$ cat src/rtl/fadd_pkg.sv
package fadd_pkg;
  localparam int FP_EXP_W = 8;
  localparam int FP_MAN_W = 23;

  // strobes from control to datapath
  typedef struct packed {
    logic loadRes;   // capture the computed word into the result register
  } ctrlStrobe_t;
endpackage

$ cat src/rtl/fadd_lzc.sv
module fadd_lzc #(
  parameter int W = 24,
  localparam int CW = $clog2(W + 1)
) (
  input  logic [W-1:0]  vec,
  output logic [CW-1:0] zeros
);
  always_comb begin
    zeros = CW'(W);
    for (int i = 0; i < W; i++) begin
      if (vec[i]) zeros = CW'(W - 1 - i);
    end
  end
endmodule

$ cat src/rtl/fadd_ctrl.sv
module fadd_ctrl import fadd_pkg::*; (
  input  logic        clk,
  input  logic        rstN,
  input  logic        inValid,
  output ctrlStrobe_t strobe,
  output logic        outValid
);
  always_comb begin
    strobe.loadRes = inValid;
  end

  always_ff @(posedge clk or negedge rstN) begin
    if (!rstN) outValid <= 1'b0;
    else       outValid <= inValid;
  end
endmodule

$ cat src/rtl/fadd_dpath.sv
module fadd_dpath import fadd_pkg::*; #(
  parameter int EXP_W = FP_EXP_W,
  parameter int MAN_W = FP_MAN_W,
  localparam int WORD_W = 1 + EXP_W + MAN_W
) (
  input  logic              clk,
  input  logic              rstN,
  input  ctrlStrobe_t       strobe,
  input  logic [WORD_W-1:0] opA,
  input  logic [WORD_W-1:0] opB,
  input  logic              doSub,
  output logic [WORD_W-1:0] result
);
  localparam int SIG_W = MAN_W + 1;
  localparam int SUM_W = SIG_W + 1;
  localparam int LZ_W  = $clog2(SIG_W + 1);
  localparam int EXW   = EXP_W + 2;
  localparam logic [EXP_W-1:0] EXP_TOP  = '1;
  localparam logic [EXP_W-1:0] EXP_MAXF = EXP_TOP - 1'b1;

  typedef struct packed {
    logic             sgn;
    logic [EXP_W-1:0] ex;
    logic [MAN_W-1:0] man;
  } opnd_t;

  // clamp non-finite, squash zero-exponent mantissas, apply sign flip
  function automatic opnd_t cleanUp(input logic [WORD_W-1:0] w, input logic flip);
    opnd_t o;
    o.sgn = w[WORD_W-1] ^ flip;
    o.ex  = w[WORD_W-2:MAN_W];
    o.man = w[MAN_W-1:0];
    if (o.ex == EXP_TOP) begin
      o.ex  = EXP_MAXF;
      o.man = '1;
    end else if (o.ex == '0) begin
      o.man = '0;
    end
    return o;
  endfunction

  opnd_t             aC, bC, bigOp, smallOp;
  logic              aWins;
  logic [EXP_W-1:0]  expGap;
  logic [MAN_W-1:0]  keepMask;
  logic [SIG_W-1:0]  bigSig, smallSig;
  logic [SUM_W-1:0]  rawSum;
  logic [LZ_W-1:0]   lzCount;
  logic [SIG_W-1:0]  normSig;
  logic [EXW-1:0]    expAdj;
  logic [EXP_W:0]    expUp;
  logic [WORD_W-1:0] nextRes;

  // ordering and alignment
  always_comb begin
    aC    = cleanUp(opA, 1'b0);
    bC    = cleanUp(opB, doSub);
    aWins = (aC.ex > bC.ex) || ((aC.ex == bC.ex) && (aC.man >= bC.man));
    bigOp   = aWins ? aC : bC;
    smallOp = aWins ? bC : aC;
    expGap   = bigOp.ex - smallOp.ex;
    keepMask = {MAN_W{1'b1}} << expGap;
    bigSig   = {bigOp.ex != '0, bigOp.man};
    if (expGap >= EXP_W'(SIG_W)) smallSig = '0;
    else smallSig = {smallOp.ex != '0, smallOp.man & keepMask} >> expGap;
    if (bigOp.sgn == smallOp.sgn) rawSum = {1'b0, bigSig} + {1'b0, smallSig};
    else                          rawSum = {1'b0, bigSig} - {1'b0, smallSig};
  end

  fadd_lzc #(.W(SIG_W)) uLzc (
    .vec  (rawSum[SIG_W-1:0]),
    .zeros(lzCount)
  );

  // normalization, clamping and flushing
  always_comb begin
    normSig = rawSum[SIG_W-1:0] << lzCount;
    expAdj  = {2'b00, bigOp.ex} - EXW'(lzCount);
    expUp   = {1'b0, bigOp.ex} + 1'b1;
    if (rawSum == '0) begin
      nextRes = {aC.sgn & bC.sgn, {(WORD_W-1){1'b0}}};
    end else if (rawSum[SIG_W]) begin
      if (expUp >= {1'b0, EXP_TOP}) nextRes = {bigOp.sgn, EXP_MAXF, {MAN_W{1'b1}}};
      else nextRes = {bigOp.sgn, expUp[EXP_W-1:0], rawSum[SIG_W-1:1]};
    end else if (expAdj[EXW-1] || (expAdj == '0)) begin
      nextRes = {bigOp.sgn, {(WORD_W-1){1'b0}}};
    end else begin
      nextRes = {bigOp.sgn, expAdj[EXP_W-1:0], normSig[MAN_W-1:0]};
    end
  end

  always_ff @(posedge clk or negedge rstN) begin
    if (!rstN)               result <= '0;
    else if (strobe.loadRes) result <= nextRes;
  end
endmodule

$ cat src/rtl/guardless_fadd.sv
module guardless_fadd import fadd_pkg::*; #(
  parameter int EXP_W = FP_EXP_W,
  parameter int MAN_W = FP_MAN_W,
  localparam int WORD_W = 1 + EXP_W + MAN_W
) (
  input  logic              clk,
  input  logic              rstN,
  input  logic              inValid,
  input  logic [WORD_W-1:0] opA,
  input  logic [WORD_W-1:0] opB,
  input  logic              doSub,
  output logic              outValid,
  output logic [WORD_W-1:0] result
);
  ctrlStrobe_t strobe;

  fadd_ctrl uCtrl (
    .clk     (clk),
    .rstN    (rstN),
    .inValid (inValid),
    .strobe  (strobe),
    .outValid(outValid)
  );

  fadd_dpath #(.EXP_W(EXP_W), .MAN_W(MAN_W)) uDpath (
    .clk   (clk),
    .rstN  (rstN),
    .strobe(strobe),
    .opA   (opA),
    .opB   (opB),
    .doSub (doSub),
    .result(result)
  );
endmodule

$ cat config.mk
export PLATFORM = sky130hd
export DESIGN_NAME = guardless_fadd
export DESIGN_NICKNAME = d
export VERILOG_FILES = /design/src/rtl/fadd_pkg.sv /design/src/rtl/fadd_lzc.sv /design/src/rtl/fadd_ctrl.sv /design/src/rtl/fadd_dpath.sv /design/src/rtl/guardless_fadd.sv
export SDC_FILE = /design/constraint.sdc
export NUM_CORES = 1
export LEC_CHECK = 0
export ABC_AREA = 1
export BUFFER_PORTS_ARGS = -buffer_cell sky130_fd_sc_hd__buf_2
export CAP_MARGIN = 20
export CORE_AREA = 2 2 149 181
export DETAILED_ROUTE_END_ITERATION = 8
export DIE_AREA = 0 0 151 183
export GPL_ROUTABILITY_DRIVEN = 1
export GPL_TIMING_DRIVEN = 0
export PLACE_DENSITY = 0.52
export SLEW_MARGIN = 10
export SYNTH_ARGS = -nofsm -noshare
export SYNTH_HDL_FRONTEND = slang
export SYNTH_SLANG_ARGS = --single-unit
$ cat constraint.sdc
create_clock -name clk -period 1.3 [get_ports clk]
set_clock_uncertainty 0.1 [all_clocks]
set_input_delay 0.065 -clock clk [delete_from_list [all_inputs] [get_ports clk]]
set_output_delay 0.065 -clock clk [all_outputs]
set_load 0.005 [all_outputs]
* After elaboration in Yosys (flattened, before gate mapping)
Cells that the tools add are included.
** Operators by class
- Add/sub/neg operators :: 5
- Order comparisons :: 4
- Equality and inequality tests :: 4
- Shifts and indexed selects :: 3
- Muxes and demuxes :: 38
- Bitwise logic cells :: 3
- Reduce and logical (&&, ||, !) cells :: 9
** Operator list (count)
- two-way mux 5 bit :: 23
- two-way mux 32 bit :: 3
- two-way mux 31 bit :: 3
- two-way mux 23 bit :: 4
- adder 24 x 24 -> 25 bit :: 1
- zero test 25 bit :: 1
- two-way mux 25 bit :: 1
- subtractor 24 x 24 -> 25 bit :: 1
- two-way mux 24 bit :: 1
- left shift 24 x 5 -> 23 bit :: 1
- >> shifter 24 x 8 -> 24 bit :: 1
- bitwise AND 23 bit :: 1
- greater-or-equal comparator 23 bit :: 1
- left shift 23 x 8 -> 23 bit, first input constant :: 1
- == test 8 bit, second input constant :: 2
- zero test 8 bit :: 2
- two-way mux 8 bit :: 2
- nonzero test 8 bit :: 2
- zero test 10 bit :: 1
- adder 8 x 1 -> 9 bit, second input constant :: 1
- greater-or-equal comparator 9 x 8 -> 1 bit, second input constant :: 1
- subtractor 8 x 5 -> 9 bit :: 1
- == test 8 bit :: 1
- greater-or-equal comparator 8 x 5 -> 1 bit, second input constant :: 1
- other kinds (8) :: 9
** Storage, ports and cells
- Register bits after elaboration :: 33
- Input port bits :: 68
- Output and inout port bits :: 33
- Word-level logic and storage cells :: 68

* Logic depth before layout (Yosys ltp)
- Word-level depth :: 44
- Mapped depth :: 87
- Depth with buffers taken out :: 85

* Cells and area by module
A second synthesis with hierarchy kept.
** Unflattened totals
- Cells, all modules :: 1830
- Area, all modules :: 9811.9 µm²
** Modules (own cells, without submodules)
- fadd_dpath :: instances 1, cells each 1754, area each 9465.3 µm², seq. area each 800.8 µm²
- fadd_lzc :: instances 1, cells each 74, area each 314.1 µm², seq. area each 0.0 µm²
- fadd_ctrl :: instances 1, cells each 2, area each 32.5 µm², seq. area each 25.0 µm²

* Worst setup path before layout
No wires, ideal clock.
- Path kind :: in2reg
- Start point :: input opB[30]
- End point :: register uDpath.result[18]
- Library setup time :: 118 ps
- Arrival time :: 9819 ps
- Data required time :: 1082 ps
- Path slack :: -8737 ps
- Cell stages on the path :: 80
- Path buffers :: 4
- Path through :: nand4_1 nor2_1 clkbuf_1 a21oi_1 ha_1 nand2_1 nor2_1 nand2_1 nor2_1 nand2_1 nand2_1 nor2_2 nand2_2 buf_6 nand3_1 nand2_1 nand2_1 ha_1 [44 not listed] nor2_1 a211oi_1 nor2_1 o21ai_0 inv_1 nor2_1 nand2_1 nor2_1 xor2_1 nand4_1 nand2_1 nor2_1 inv_1 o21ai_0 nand3_1 nand2_1 nand3_1 nand2_1
** Between the ends
- Cells in the longest elaborated chain, start to end :: 44
- Elaborated cells on any way between the ends :: 59
- Those cells by class :: add/sub (5); order compare (4); eq/ne (3); shift (3); mux (35); bitwise (1); reduce/logical (8)
** RTL lines
- start, declared :: RTL line guardless_fadd.sv:10 : input logic [WORD_W-1:0] opB,
- zero test 8 bit :: RTL line fadd_dpath.sv:36 : end else if (o.ex == '0) begin
- two-way mux 23 bit :: RTL line fadd_dpath.sv:36
- two-way mux 23 bit :: RTL line fadd_dpath.sv:33 : if (o.ex == EXP_TOP) begin
- greater-or-equal comparator 23 bit :: RTL line fadd_dpath.sv:58 : aWins = (aC.ex > bC.ex) || ((aC.ex == bC.ex) && (aC.man >= bC.man));
- logical AND 1 bit :: RTL line fadd_dpath.sv:58
- logical OR 1 bit :: RTL line fadd_dpath.sv:58
- two-way mux 32 bit (on tied branches) :: RTL line fadd_dpath.sv:59, fadd_dpath.sv:60
- subtractor 8 bit :: RTL line fadd_dpath.sv:61 : expGap = bigOp.ex - smallOp.ex;
- [6 not listed]
- two-way mux 4 bit :: RTL line fadd_lzc.sv:11 : if (vec[i]) zeros = CW'(W - 1 - i);
- two-way mux 5 bit (23 in series) :: RTL line fadd_lzc.sv:11
- subtractor 8 x 5 -> 9 bit :: RTL line fadd_dpath.sv:78 : expAdj = {2'b00, bigOp.ex} - EXW'(lzCount);
- zero test 10 bit :: RTL line fadd_dpath.sv:85 : end else if (expAdj[EXW-1] || (expAdj == '0)) begin
- logical OR 1 bit :: RTL line fadd_dpath.sv:85
- two-way mux 31 bit :: RTL line fadd_dpath.sv:85
- two-way mux 31 bit :: RTL line fadd_dpath.sv:82 : end else if (rawSum[SIG_W]) begin
- two-way mux 32 bit * :: RTL line fadd_dpath.sv:80 : if (rawSum == '0) begin
- end signal, assigned :: RTL line fadd_dpath.sv:94 : else if (strobe.loadRes) result <= nextRes;
- end, declared :: RTL line fadd_dpath.sv:12 : output logic [WORD_W-1:0] result
Every way passes the cells marked *; elsewhere a longest branch is shown, timed or not.
A chain may end at the register's enable or synchronous reset.

* Final worst setup path
- Start point :: input opA[27]
- End point :: register uDpath.result[9]
** Between the ends
- Cells in the longest elaborated chain, start to end :: 44
- Elaborated cells on any way between the ends :: 59
- Those cells by class :: add/sub (5); order compare (4); eq/ne (3); shift (3); mux (35); bitwise (1); reduce/logical (8)
** RTL lines
- start, declared :: RTL line guardless_fadd.sv:9 : input logic [WORD_W-1:0] opA,
- zero test 8 bit :: RTL line fadd_dpath.sv:36
- two-way mux 23 bit :: RTL line fadd_dpath.sv:36
- two-way mux 23 bit :: RTL line fadd_dpath.sv:33
- greater-or-equal comparator 23 bit :: RTL line fadd_dpath.sv:58
- logical AND 1 bit :: RTL line fadd_dpath.sv:58
- logical OR 1 bit :: RTL line fadd_dpath.sv:58
- two-way mux 32 bit (on tied branches) :: RTL line fadd_dpath.sv:59, fadd_dpath.sv:60
- subtractor 8 bit :: RTL line fadd_dpath.sv:61
- [6 not listed]
- two-way mux 4 bit :: RTL line fadd_lzc.sv:11
- two-way mux 5 bit (23 in series) :: RTL line fadd_lzc.sv:11
- subtractor 8 x 5 -> 9 bit :: RTL line fadd_dpath.sv:78
- zero test 10 bit :: RTL line fadd_dpath.sv:85
- logical OR 1 bit :: RTL line fadd_dpath.sv:85
- two-way mux 31 bit :: RTL line fadd_dpath.sv:85
- two-way mux 31 bit :: RTL line fadd_dpath.sv:82
- two-way mux 32 bit * :: RTL line fadd_dpath.sv:80
Marked as above.

==> reports/results.ini <==
[routing]
via_per_inst = 5.43
final_antenna_net_count = 0
drtIter0Drc = 766
first_pass_iters = 5
wl_um = 41500
avgRoutedWirePerCell_um = 18.6
drc_errors = 0
dr_total_vias = 12100

[synthesis]
post-synth-top-area-cell = nand2_1
synth_area_leaders = nand2_1 24%, nand3_1 15%, dfrtp_1 9.2%
postSynth.asyncResetShare_pct = 100
syn_nets = 1789
yosysMostFrequentCell = nand2_1
ys_seq_elements = 33
synth-edff-count = 0
synth_cells = 1653
synth_top_area_share_pct = 23.7
synth_cell_types = 47
ys.flop_type = dfrtp_1
yosysSeqAreaShare_pct = 9.22
syn_area_um2 = 8950
syn_avg_cell_area_um2 = 5.42
synth_common_cells = 565 x nand2_1, 270 x nand3_1, 140 x inv_1, 116 x nor2_1, 90 x o21ai_0
yosys_warnings = 0

[timing]
fmax_ghz = 0.101
rsz0062_at_grt = yes
finalSetupViolCount = 32
maxSlewViolCount = 0
worst_slew_pin_slew_ps = 780
finalHoldWorstSlack_ps = 76.4
post-route-period-util_pct = 761
slew_headroom_pct = 47.4
timing.final.ws_setup_ps = -8590
hold_viol_final = 0
layout_min_cycle_time_ps = 9890

[run]
maxCapViolCount = 0

[worst_setup_path]
worst_setup_path_end_kind = flip-flop
slowest_delay_ps = 290
critPathSlowestCell = ha_4
reg2reg_slack_ps = 590
worstPathMaxFanout = 7
crit_arrival_ps = 10010
path_common_cell = buf_4
critical_path_class = input port to flip-flop
start_kind = input port
crit_required_ps = 1420

[pwr]
max-vdd-ir-drop_v = 0.000978
sequentialPowerShare_pct = 5.9
powerDensity_nw_per_um2 = 2210
power_switching_uw = 17200
p_clk_share_pct = 4.6
p_int_uw = 12200
p_comb_share_pct = 89.5
p_leak_uw = 0.00665
switching_share_pct = 58.4

[finish]
register_area_um2 = 826
n_fill_cell = 2684
drive_above_1_share_pct = 35.5
syn_to_final_growth_pct = 48.9
multi_input_area_um2 = 9020
insertedDiodeCount = 0
fin_nets = 2031

[global_routing]
grt_max_degree = 34
grt_use_total_pct = 29.2
antenna_found_initial = 0
grt_pass1_wl_um = 62700
overflow = 0
grt_pass1_vias = 11600

[clock_network]
clk_pin_slew_ps = 50
cts-buffers-inserted = 5
root_buffer = clkbuf_16
htree_levels = 2
clock_latency_ps = 280
clockBufferDepth = 2
cts_tree = built
cts_sinks = 33

[floorplan]
die_area_um2 = 27600
initial_utilization_pct = 34.6
dieWidth_um = 151
die_h_um = 183
ios = 101
rows = 65
core_um2 = 25900

[place]
port_buffers = 100
place_hpwl_um = 32600
gp_congestion = 0.993
post-place-ws_ps = -10680

[hold_path]
hp-class = input port to flip-flop

[run_status]
violations = setup timing
status = finished with violations

## layout by cell type (no fill, tap or decap), types with 7 or more instances in the layout
| cell type | n |
|---|---|
| clkbuf_1 | 33 |
| a21oi_2 | 19 |
| buf_6 | 23 |
| nand2_1 | 481 |
| nor2_1 | 81 |
| o21ai_1 | 10 |
| o21ai_0 | 74 |
| nor2_4 | 21 |
| buf_4 | 121 |
| o211ai_1 | 20 |
| nor2_2 | 25 |
| dfrtp_1 | 33 |
| ha_1 | 51 |
| a21oi_1 | 44 |
| xnor2_1 | 7 |
| xor2_1 | 32 |
| a21oi_4 | 18 |
| clkbuf_16 | 10 |
| buf_2 | 100 |
| ha_4 | 15 |
| nand2_4 | 28 |
| inv_4 | 10 |
| nand3_1 | 196 |
| inv_1 | 108 |
| nand3_4 | 8 |
| nand4_1 | 26 |
| o21ai_2 | 14 |
| buf_1 | 8 |
| xor2_2 | 8 |
| inv_2 | 30 |
| nand2_2 | 78 |
| nand3_2 | 77 |
## critical path, delay by kind of cell
kind | cells | cell delay (ps)
and+or+nand+nor | 46 | 4040
buffers and inverters | 27 | 3310
AOI/OAI and AO/OA | 7 | 1150
adders and majority gates | 4 | 1020
xor gates and xnor gates | 3 | 430
## metal layers
layer	wire (um)	part of all wire (%)	up-vias	global-route usage [%]
li1	-	-	5930	-
met1	16300	39	5631	33.1
met5	0	0	-	0
met4	2500	6.0	0	15.3
met3	1720	4.1	121	1.44
met2	21000	51	431	54.3
## path summary, 6_finish.rpt
check / startpoint / endpoint / cells after the start
min in group asynchronous: rstN / uDpath.result[29] / 2
hold / removal: opA[31] / uDpath.result[31] / 5
max in group asynchronous: rstN / uDpath.result[10] / 2
setup reg to reg: uDpath.result[18] / uDpath.result[18] / 2
setup / recovery: opA[27] / uDpath.result[9] / 87
hold reg to reg: uDpath.result[13] / uDpath.result[13] / 2
## timing repair
item | CTS | global route
cloned | 7 | 1
gates resized for setup | 259 | 150
endpoints found under the setup margin | 32 | 32
setup buffers | 91 | 35
hold buffers | 2 | 0
pin swaps | 124 | 111
endpoints found under the hold margin | 34 | 0
## stage by stage
stage	setup TNS [ps]	utilization (%)	std cells	power [uW]	area, um^2
4_1_cts	-259750	48.0	2195	27600	12400
3_3_place_gp	-333910	39.8	2088	22700	10300
5_1_grt	-288910	51.5	2231	32100	13300
2_1_floorplan	-244150	-	1653	17000	9360
6_report	-266650	51.5	2231	29400	13300
3_5_place_dp	-333440	39.8	2088	22700	10300
## power by group through the flow
| stage | Sequential, uW | Combinational, uW | Clock [uW] |
|---|---|---|---|
| final | 1750 | 26300 | 1350 |
| after global routing | 1810 | 28900 | 1420 |
| after global placement | 1750 | 21000 | 0 |
| after detailed placement | 1770 | 20900 | 0 |
| after floorplan | 1820 | 15200 | 0 |
| after CTS | 1760 | 24400 | 1380 |
## cell type report
class	count	area share (%)
clock buffers	5	0.939
plain buffers	78	4.13
inverters	150	4.53
clock inverters	3	0.347
well taps	335	3.15
repair buffers	235	12.9
multi-input cells	1391	67.7
flip-flops and latches	33	6.20
repair inverters	1	0.0563
## sequential cells by signal, summed over array words and instances, names as in the netlist
name,flops
uDpath.result,32
uCtrl.outValid,1
## cells by family after synthesis
logic type,count (synthesis),share of synthesized area [%]
AOI/OAI and AO/OA,218,13.2
xor gates and xnor gates,58,6.01
adders and majority gates,68,9.67
buffers and inverters,229,10.6
DFF,33,9.22
and+or+nand+nor,1047,51.3
No activity file was read; power rests on OpenSTA's default activity.
